$ cat src/rtl/lsu_pkg.sv
package lsu_pkg;
  localparam int ENT_IDX_W = 3;

  typedef struct packed {
    logic                 alloc;
    logic [ENT_IDX_W-1:0] allocIdx;
    logic                 agen;
    logic [ENT_IDX_W-1:0] agenIdx;
    logic                 memGo;
    logic [ENT_IDX_W-1:0] memIdx;
    logic                 memWrite;
  } lsu_strobe_t;
endpackage

$ cat src/rtl/lsu_ctrl.sv
module lsu_ctrl
  import lsu_pkg::*;
#(
  parameter int NUM_LD = 3,
  parameter int NUM_ST = 2,
  parameter int DATA_W = 16
) (
  input  logic                            clk,
  input  logic                            rst_n,
  input  logic                            issueValid,
  input  logic                            issueIsStore,
  input  logic                            issueAfterBranch,
  input  logic                            branchResolved,
  input  logic [NUM_LD+NUM_ST-1:0]        baseRdy,
  input  logic [NUM_LD+NUM_ST-1:0]        dataRdy,
  input  logic [NUM_LD+NUM_ST-1:0][DATA_W-1:0] entAddr,
  output lsu_strobe_t                     strb,
  output logic                            ldFull,
  output logic                            stFull
);
  localparam int NE    = NUM_LD + NUM_ST;
  localparam int IDX_W = ENT_IDX_W;

  logic [NE-1:0]         valid, addrDone, memDone, gated;
  logic [NE-1:0][NE-1:0] olderM;   // olderM[i][j]: entry j issued before entry i
  logic                  bcastPend;
  logic [IDX_W-1:0]      bcastIdx;

  logic                  allocFound, allocGo;
  logic [IDX_W-1:0]      allocIdx;
  logic [NE-1:0]         agenReq, agenGnt, memReq, memGnt, memBlock, freeVec, allocVec;
  logic [IDX_W-1:0]      agenIdx, memIdx;
  logic                  memGo, memWrite;

  // free entry of the requested kind, lowest index first
  always_comb begin
    allocFound = 1'b0;
    allocIdx   = '0;
    for (int i = NE - 1; i >= 0; i--) begin
      if (!valid[i] && ((i >= NUM_LD) == issueIsStore)) begin
        allocFound = 1'b1;
        allocIdx   = IDX_W'(i);
      end
    end
    allocGo = issueValid && allocFound;
    for (int i = 0; i < NE; i++) allocVec[i] = allocGo && (allocIdx == IDX_W'(i));
  end

  assign ldFull = &valid[NUM_LD-1:0];
  assign stFull = &valid[NE-1:NUM_LD];

  // requests for the shared adder and the memory port
  always_comb begin
    for (int i = 0; i < NE; i++) begin
      agenReq[i]  = valid[i] && !addrDone[i] && baseRdy[i] && !gated[i];
      memBlock[i] = 1'b0;
      for (int j = NUM_LD; j < NE; j++) begin
        if (j != i && olderM[i][j] && valid[j]) begin
          if (i >= NUM_LD) memBlock[i] = 1'b1;                       // stores keep issue order
          else if (!addrDone[j] || entAddr[j] == entAddr[i]) memBlock[i] = 1'b1;
        end
      end
      memReq[i] = valid[i] && addrDone[i] && !memDone[i] && dataRdy[i] && !memBlock[i];
    end
  end

  // oldest-first grant
  always_comb begin
    for (int i = 0; i < NE; i++) begin
      agenGnt[i] = agenReq[i];
      memGnt[i]  = memReq[i];
      for (int j = 0; j < NE; j++) begin
        if (agenReq[j] && olderM[i][j]) agenGnt[i] = 1'b0;
        if (memReq[j] && olderM[i][j])  memGnt[i]  = 1'b0;
      end
    end
    agenIdx = '0;
    memIdx  = '0;
    for (int i = NE - 1; i >= 0; i--) begin
      if (agenGnt[i]) agenIdx = IDX_W'(i);
      if (memGnt[i])  memIdx  = IDX_W'(i);
    end
    memGo    = |memGnt;
    memWrite = memGo && (memIdx >= IDX_W'(NUM_LD));
    for (int i = 0; i < NE; i++)
      freeVec[i] = (bcastPend && bcastIdx == IDX_W'(i)) ||
                   (memWrite && memIdx == IDX_W'(i));
  end

  always_comb begin
    strb.alloc    = allocGo;
    strb.allocIdx = allocIdx;
    strb.agen     = |agenGnt;
    strb.agenIdx  = agenIdx;
    strb.memGo    = memGo;
    strb.memIdx   = memIdx;
    strb.memWrite = memWrite;
  end

  always_ff @(posedge clk) begin
    if (!rst_n) begin
      valid     <= '0;
      addrDone  <= '0;
      memDone   <= '0;
      gated     <= '0;
      olderM    <= '0;
      bcastPend <= 1'b0;
      bcastIdx  <= '0;
    end else begin
      for (int i = 0; i < NE; i++) begin
        valid[i] <= (valid[i] && !freeVec[i]) || allocVec[i];
        if (allocVec[i]) begin
          addrDone[i] <= 1'b0;
          memDone[i]  <= 1'b0;
          gated[i]    <= issueAfterBranch && !branchResolved;
        end else begin
          addrDone[i] <= addrDone[i] || agenGnt[i];
          memDone[i]  <= memDone[i] || (memGnt[i] && i < NUM_LD);
          gated[i]    <= gated[i] && !branchResolved;
        end
        for (int j = 0; j < NE; j++)
          olderM[i][j] <= allocVec[i] ? (valid[j] && !freeVec[j])
                                      : (olderM[i][j] && !freeVec[j]);
      end
      bcastPend <= memGo && !memWrite;
      bcastIdx  <= memIdx;
    end
  end

  // one address per cycle
  p_one_agen_r4: assert property (@(posedge clk) disable iff (!rst_n) $onehot0(agenGnt));
  // one memory access per cycle
  p_one_mem_r9: assert property (@(posedge clk) disable iff (!rst_n) $onehot0(memGnt));

  for (genvar g = 0; g < NE; g++) begin : g_ent_chk
    // a gated entry gains no address in the next cycle
    p_gate_hold_r10: assert property (@(posedge clk) disable iff (!rst_n)
      (valid[g] && gated[g] && !addrDone[g]) |=> !addrDone[g]);
    // a store entry is released right after its write
    p_store_free_r11: assert property (@(posedge clk) disable iff (!rst_n)
      (memWrite && memIdx == IDX_W'(g)) |=> !valid[g]);
  end
endmodule

$ cat src/rtl/lsu_dp.sv
module lsu_dp
  import lsu_pkg::*;
#(
  parameter int NUM_LD = 3,
  parameter int NUM_ST = 2,
  parameter int TAG_W  = 4,
  parameter int DATA_W = 16,
  parameter int OFF_W  = 6
) (
  input  logic                            clk,
  input  logic                            rst_n,
  input  lsu_strobe_t                     strb,
  input  logic                            issueIsStore,
  input  logic                            issueBaseRdy,
  input  logic [TAG_W-1:0]                issueBaseTag,
  input  logic [DATA_W-1:0]               issueBaseVal,
  input  logic [OFF_W-1:0]                issueOffset,
  input  logic                            issueDataRdy,
  input  logic [TAG_W-1:0]                issueDataTag,
  input  logic [DATA_W-1:0]               issueDataVal,
  input  logic [TAG_W-1:0]                issueDestTag,
  input  logic                            cdbValid,
  input  logic [TAG_W-1:0]                cdbTag,
  input  logic [DATA_W-1:0]               cdbData,
  input  logic [DATA_W-1:0]               memRdata,
  output logic [NUM_LD+NUM_ST-1:0]        baseRdy,
  output logic [NUM_LD+NUM_ST-1:0]        dataRdy,
  output logic [NUM_LD+NUM_ST-1:0][DATA_W-1:0] entAddr,
  output logic                            memEn,
  output logic                            memWe,
  output logic [DATA_W-1:0]               memAddr,
  output logic [DATA_W-1:0]               memWdata,
  output logic                            ldResValid,
  output logic [TAG_W-1:0]                ldResTag,
  output logic [DATA_W-1:0]               ldResData
);
  localparam int NE    = NUM_LD + NUM_ST;
  localparam int IDX_W = ENT_IDX_W;

  logic [NE-1:0][DATA_W-1:0] baseVal, dataVal;
  logic [NE-1:0][TAG_W-1:0]  baseTag, dataTag, destTag;
  logic [NE-1:0][OFF_W-1:0]  offset;
  logic [DATA_W-1:0]         agenSum;

  function automatic logic busHit(input logic v, input logic [TAG_W-1:0] t,
                                  input logic [TAG_W-1:0] want);
    return v && (t == want);
  endfunction

  // the single shared address adder
  assign agenSum = baseVal[strb.agenIdx] + DATA_W'($signed(offset[strb.agenIdx]));

  assign memEn    = strb.memGo;
  assign memWe    = strb.memGo && strb.memWrite;
  assign memAddr  = entAddr[strb.memIdx];
  assign memWdata = dataVal[strb.memIdx];

  always_ff @(posedge clk) begin
    if (!rst_n) begin
      baseRdy    <= '0;
      dataRdy    <= '0;
      baseVal    <= '0;
      dataVal    <= '0;
      baseTag    <= '0;
      dataTag    <= '0;
      destTag    <= '0;
      offset     <= '0;
      entAddr    <= '0;
      ldResValid <= 1'b0;
      ldResTag   <= '0;
      ldResData  <= '0;
    end else begin
      for (int i = 0; i < NE; i++) begin
        if (strb.alloc && strb.allocIdx == IDX_W'(i)) begin
          baseTag[i] <= issueBaseTag;
          dataTag[i] <= issueDataTag;
          destTag[i] <= issueDestTag;
          offset[i]  <= issueOffset;
          if (issueBaseRdy) begin
            baseRdy[i] <= 1'b1; baseVal[i] <= issueBaseVal;
          end else if (busHit(cdbValid, cdbTag, issueBaseTag)) begin
            baseRdy[i] <= 1'b1; baseVal[i] <= cdbData;
          end else if (busHit(ldResValid, ldResTag, issueBaseTag)) begin
            baseRdy[i] <= 1'b1; baseVal[i] <= ldResData;
          end else begin
            baseRdy[i] <= 1'b0;
          end
          if (!issueIsStore || issueDataRdy) begin
            dataRdy[i] <= 1'b1; dataVal[i] <= issueDataVal;
          end else if (busHit(cdbValid, cdbTag, issueDataTag)) begin
            dataRdy[i] <= 1'b1; dataVal[i] <= cdbData;
          end else if (busHit(ldResValid, ldResTag, issueDataTag)) begin
            dataRdy[i] <= 1'b1; dataVal[i] <= ldResData;
          end else begin
            dataRdy[i] <= 1'b0;
          end
        end else begin
          if (!baseRdy[i] && busHit(cdbValid, cdbTag, baseTag[i])) begin
            baseRdy[i] <= 1'b1; baseVal[i] <= cdbData;
          end else if (!baseRdy[i] && busHit(ldResValid, ldResTag, baseTag[i])) begin
            baseRdy[i] <= 1'b1; baseVal[i] <= ldResData;
          end
          if (!dataRdy[i] && busHit(cdbValid, cdbTag, dataTag[i])) begin
            dataRdy[i] <= 1'b1; dataVal[i] <= cdbData;
          end else if (!dataRdy[i] && busHit(ldResValid, ldResTag, dataTag[i])) begin
            dataRdy[i] <= 1'b1; dataVal[i] <= ldResData;
          end
          if (strb.agen && strb.agenIdx == IDX_W'(i)) entAddr[i] <= agenSum;
        end
      end
      ldResValid <= strb.memGo && !strb.memWrite;
      ldResTag   <= destTag[strb.memIdx];
      ldResData  <= memRdata;
    end
  end

  // a result is only presented one cycle after a memory read
  p_res_after_read_r3: assert property (@(posedge clk) disable iff (!rst_n)
    ldResValid |-> $past(memEn && !memWe));
  // a write is never followed by a result
  p_store_no_cdb_r7: assert property (@(posedge clk) disable iff (!rst_n)
    (memEn && memWe) |=> !ldResValid);
  // write only with the port enabled
  p_we_needs_en_r9: assert property (@(posedge clk) disable iff (!rst_n)
    memWe |-> memEn);
endmodule

$ cat src/rtl/lsu_mem_pipe.sv
module lsu_mem_pipe
  import lsu_pkg::*;
#(
  parameter int NUM_LD = 3,
  parameter int NUM_ST = 2,
  parameter int TAG_W  = 4,
  parameter int DATA_W = 16,
  parameter int OFF_W  = 6
) (
  input  logic              clk,
  input  logic              rst_n,
  input  logic              issueValid,
  input  logic              issueIsStore,
  input  logic              issueAfterBranch,
  input  logic              issueBaseRdy,
  input  logic [TAG_W-1:0]  issueBaseTag,
  input  logic [DATA_W-1:0] issueBaseVal,
  input  logic [OFF_W-1:0]  issueOffset,
  input  logic              issueDataRdy,
  input  logic [TAG_W-1:0]  issueDataTag,
  input  logic [DATA_W-1:0] issueDataVal,
  input  logic [TAG_W-1:0]  issueDestTag,
  input  logic              branchResolved,
  input  logic              cdbValid,
  input  logic [TAG_W-1:0]  cdbTag,
  input  logic [DATA_W-1:0] cdbData,
  output logic              ldFull,
  output logic              stFull,
  output logic              memEn,
  output logic              memWe,
  output logic [DATA_W-1:0] memAddr,
  output logic [DATA_W-1:0] memWdata,
  input  logic [DATA_W-1:0] memRdata,
  output logic              ldResValid,
  output logic [TAG_W-1:0]  ldResTag,
  output logic [DATA_W-1:0] ldResData
);
  localparam int NE = NUM_LD + NUM_ST;

  lsu_strobe_t               strb;
  logic [NE-1:0]             baseRdy, dataRdy;
  logic [NE-1:0][DATA_W-1:0] entAddr;

  lsu_ctrl #(.NUM_LD(NUM_LD), .NUM_ST(NUM_ST), .DATA_W(DATA_W)) u_ctrl (
    .clk(clk), .rst_n(rst_n),
    .issueValid(issueValid), .issueIsStore(issueIsStore),
    .issueAfterBranch(issueAfterBranch), .branchResolved(branchResolved),
    .baseRdy(baseRdy), .dataRdy(dataRdy), .entAddr(entAddr),
    .strb(strb), .ldFull(ldFull), .stFull(stFull)
  );

  lsu_dp #(.NUM_LD(NUM_LD), .NUM_ST(NUM_ST), .TAG_W(TAG_W), .DATA_W(DATA_W),
           .OFF_W(OFF_W)) u_dp (
    .clk(clk), .rst_n(rst_n), .strb(strb),
    .issueIsStore(issueIsStore), .issueBaseRdy(issueBaseRdy),
    .issueBaseTag(issueBaseTag), .issueBaseVal(issueBaseVal),
    .issueOffset(issueOffset), .issueDataRdy(issueDataRdy),
    .issueDataTag(issueDataTag), .issueDataVal(issueDataVal),
    .issueDestTag(issueDestTag),
    .cdbValid(cdbValid), .cdbTag(cdbTag), .cdbData(cdbData),
    .memRdata(memRdata),
    .baseRdy(baseRdy), .dataRdy(dataRdy), .entAddr(entAddr),
    .memEn(memEn), .memWe(memWe), .memAddr(memAddr), .memWdata(memWdata),
    .ldResValid(ldResValid), .ldResTag(ldResTag), .ldResData(ldResData)
  );
endmodule

$ cat config.mk
export PLATFORM = sky130hd
export DESIGN_NAME = lsu_mem_pipe
export DESIGN_NICKNAME = d
export VERILOG_FILES = /design/src/rtl/lsu_pkg.sv /design/src/rtl/lsu_ctrl.sv /design/src/rtl/lsu_dp.sv /design/src/rtl/lsu_mem_pipe.sv
export SDC_FILE = /design/constraint.sdc
export NUM_CORES = 1
export LEC_CHECK = 0
export ABC_AREA = 1
export ABC_CLOCK_PERIOD_IN_PS = 5500
export BUFFER_PORTS_ARGS = -buffer_cell sky130_fd_sc_hd__buf_2
export CORE_MARGIN = 8
export CORE_UTILIZATION = 40
export DETAILED_ROUTE_END_ITERATION = 10
export PLACE_DENSITY = 0.65
export SYNTH_ARGS = -nofsm -noshare
export SYNTH_HDL_FRONTEND = slang
export SYNTH_SLANG_ARGS = --single-unit
$ cat constraint.sdc
create_clock -name clk -period 5.5 [get_ports clk]
set_input_delay 0.55 -clock clk [delete_from_list [all_inputs] [get_ports clk]]
set_output_delay 0.55 -clock clk [all_outputs]
set_load 0.02 [all_outputs]
==> impl_metrics.yaml <==
status:
  outcome: "completed"
die:
  initial_core_util: 0.4016
  die_x_um: 261.3
  rows: 90
  die_h_um: 261.3
  io_pins: 152
  core_region_area_mm2: 0.05991
  die-area_mm2: 0.06825
logic_synthesis:
  synth.yosys.seq_area_share: 0.3387
  synthMostInstantiatedCell: "nand2_1"
  synth_edf_count: 0
  ys_warn_count: 0
  yosys-top-cells-area: "dfxtp_1 34%, nand2_1 13%, a21oi_1 9.6%"
  avgSynthCellArea_um2: 6.461
  yosys.area.top_type_share: 0.3387
  synthTopCellsByCount: "809 x nand2_1, 462 x a21oi_1, 415 x inv_1, 407 x dfxtp_1, 399 x o21ai_0"
  synth-seq-cells: 407
  ys_types: 64
  syn_nets: 3835
  yosys.area.top_type: "dfxtp_1"
  synthFlopType: "dfxtp_1"
  netlist_instances: 3724
  ys_async_sr_fraction: 0
  syn_area_mm2: 0.02406
clock_tree:
  cts_hold_buf: 0
  root_buffer: "clkbuf_16"
  cts_max_level: 2
  cts_tree: "done"
  cts_buffer_depth: 3
  cts_buffers: 46
  clk_pin_slew_ps: 60
  cts_sinks: 407
  clk-insertion-delay-late_ps: 590
setup_path:
  slowest_stage: "dfxtp_1"
  crit_path_start_kind: "register"
  crit_fanout: 13
  criticalPathCategory: "reg2reg"
  worst_path_largest_cell_delay_ps: 430
  r2r-start: "u_ctrl.addrDone[4]$_SDFF_PP0_"
  cp.required_ps: 5980
  crit_start: "u_ctrl.addrDone[4]$_SDFF_PP0_"
  path_buf_inv: 5
  critical_path.top_delay_family: "compound AO/OA/AOI/OAI gates"
  crit_path_frequent_cell: "inv_1"
  arrival_ps: 5450
  end_kind: "register"
power:
  combPwrFrac: 0.169
  p_sw_mw: 2.321
  p_leak_nw: 11.68
  switching_share: 0.3041
  power_density_mw_per_mm2: 284.5
  peakVddDrop_v: 0.0002212
  total_power_mw: 7.634
  seq_power_share: 0.423
  cellInternalPower_mw: 5.312
  p_clk_frac: 0.408
global_route:
  grt_max_degree: 99
  gr-total-overflow: 0
  use_met3: 0.04778
  top_usage_layer: "met2"
  grt_use_met1: 0.3356
  grt_pass1_vias: 23064
  grt_pass1_wl_um: 136200
  grtUsageMet2: 0.3973
  grt_antenna_before_repair: 5
  gr-usage-all-layers: 0.2528
layout:
  post-route-util: 0.4478
  final_area_mm2: 0.02683
  final_cells: 4550
  drive_above_1_share: 0.1055
  fin_nets: 3841
  areaGrowthSynthToFinish_pct: 11.51
routing:
  wl_um: 89690
  wire_per_inst_um: 19.71
  drt_iter0_markers: 2727
  vias: 25598
  avgViaCountPerCell: 5.626
  ant_nets: 0
  drtPass1Iterations: 5
  drc: 0
worst_hold_path:
  hold_path.class: "in2reg"
  hold_path.startpoint: "memRdata[7]"
placed_design:
  hpwl_um: 59980
  dpl.cell_count: 4461
  gp_congestion: 0.9227
  placed_area_mm2: 0.02526
  portBuffers: 151
sta:
  slew_headroom: 0.1650
  rsz0062_at_grt: "no"
  period_needed_ps: 4973
  finalSetupTns_ps: 0
  skew_ps: 18.12
  slew_violations: 0
  setup-violations-final: 0
  fin_crit_sh: 0.9042
  timing.fmax_ghz: 0.2011
  worstMarginPinSlew_ps: 1233
  finalHoldViolCount: 0
run:
  max_cap_violations: 0
## flip-flops by register name, summed over array words and instances (netlist names)
signal and flops:
u_dp.dataRdy 5, u_ctrl.olderM 25, u_dp.baseTag 20, u_ctrl.valid 5
u_dp.dataVal 80, u_dp.ldResValid 1, u_dp.destTag 20, u_ctrl.bcastIdx 3
u_dp.entAddr 80, u_dp.baseVal 80, u_ctrl.addrDone 5, u_dp.offset 30
u_dp.ldResTag 4, u_dp.ldResData 16, u_ctrl.gated 5, u_dp.dataTag 20
u_ctrl.memDone 3, u_dp.baseRdy 5
## per-stage QoR
step                setup WS [ps]  hold WS [ps]
finish                      526.7         146.0
global route                1.245         136.2
CTS                         26.16         121.6
detailed placement          30.63         443.9
global placement            209.3         441.6
floorplan                    1282         424.0
## power groups by stage
stage | Combinational [mW] | Sequential (mW) | Clock (mW)
5_1_grt | 1.42 | 3.24 | 3.26
3_3_place_gp | 1.25 | 3.29 | 0
6_report | 1.29 | 3.23 | 3.12
4_1_cts | 1.26 | 3.22 | 3.15
2_1_floorplan | 0.866 | 3.24 | 0
3_5_place_dp | 1.26 | 3.29 | 0
## path summary, 6_finish.rpt
path	end	slack (ps)	depth (start not counted)
max	u_dp.entAddr[11]$_SDFFE_PN0P_	530	25
min	u_dp.ldResData[7]$_SDFF_PN0_	150	3
max reg2reg	u_dp.entAddr[11]$_SDFFE_PN0P_	530	25
min reg2reg	u_dp.offset[22]$_SDFFE_PN0P_	450	2
## cell usage in the layout (no fill, tap or decap), types with 6 or more instances in the layout
cell type  count
a211o_1       15
a211oi_1      40
a21oi_1      462
a221oi_1      30
a31oi_1        6
buf_2        150
buf_4         56
clkbuf_1       9
clkbuf_16     49
clkbuf_8      11
clkinv_1       7
clkinv_2      10
dfxtp_1      407
ha_1          15
inv_1        409
inv_2         23
nand2_1      805
nand2_2       26
nand3_1      108
nand3b_1       8
nand4_1       31
nor2_1       305
nor3_1        16
o211ai_1     109
o211ai_2      10
o21ai_0      398
o21ai_1       18
o21ai_2        7
o221ai_1       9
o22ai_1       37
o31ai_1       39
or2_2         19
xnor2_1       12
xor2_1        41
## what timing repair did
item                                    in CTS  in global routing
endpoints found under the setup margin       0                 39
endpoints found under the hold margin        0                  0
setup buffers                                0                  3
gates resized for setup                      0                  5
## tightest hold or removal path: stages
cell     delay, ps
buf_2           70
nand2_1         40
inv_1           40
## layout make-up
type,instances,area [um2]
Clock buffer,69,1411
Clock inverter,13,95.09
Fill cell,6246,33080
Timing Repair Buffer,210,1234
Sequential cell,407,8148
Multi-Input combinational cell,2623,13280
Inverter,442,1670
Antenna cell,4,10.01
Tap cell,782,978.4
## cell families after synthesis
kind of cell / Yosys count / synth area share
simple gates: 1348 / 0.2317
fa+ha+maj: 16 / 0.008633
buf+inv: 694 / 0.1124
xor+xnor: 53 / 0.01929
flops: 407 / 0.3387
compound gates: 1206 / 0.2893
## layer usage
layer | part of all wire | wire [um]
met5 | 0.00011 | 10
met1 | 0.42 | 37940
met2 | 0.44 | 39870
met4 | 0.042 | 3739
met3 | 0.091 | 8135
(Power assumes the default switching activity.)
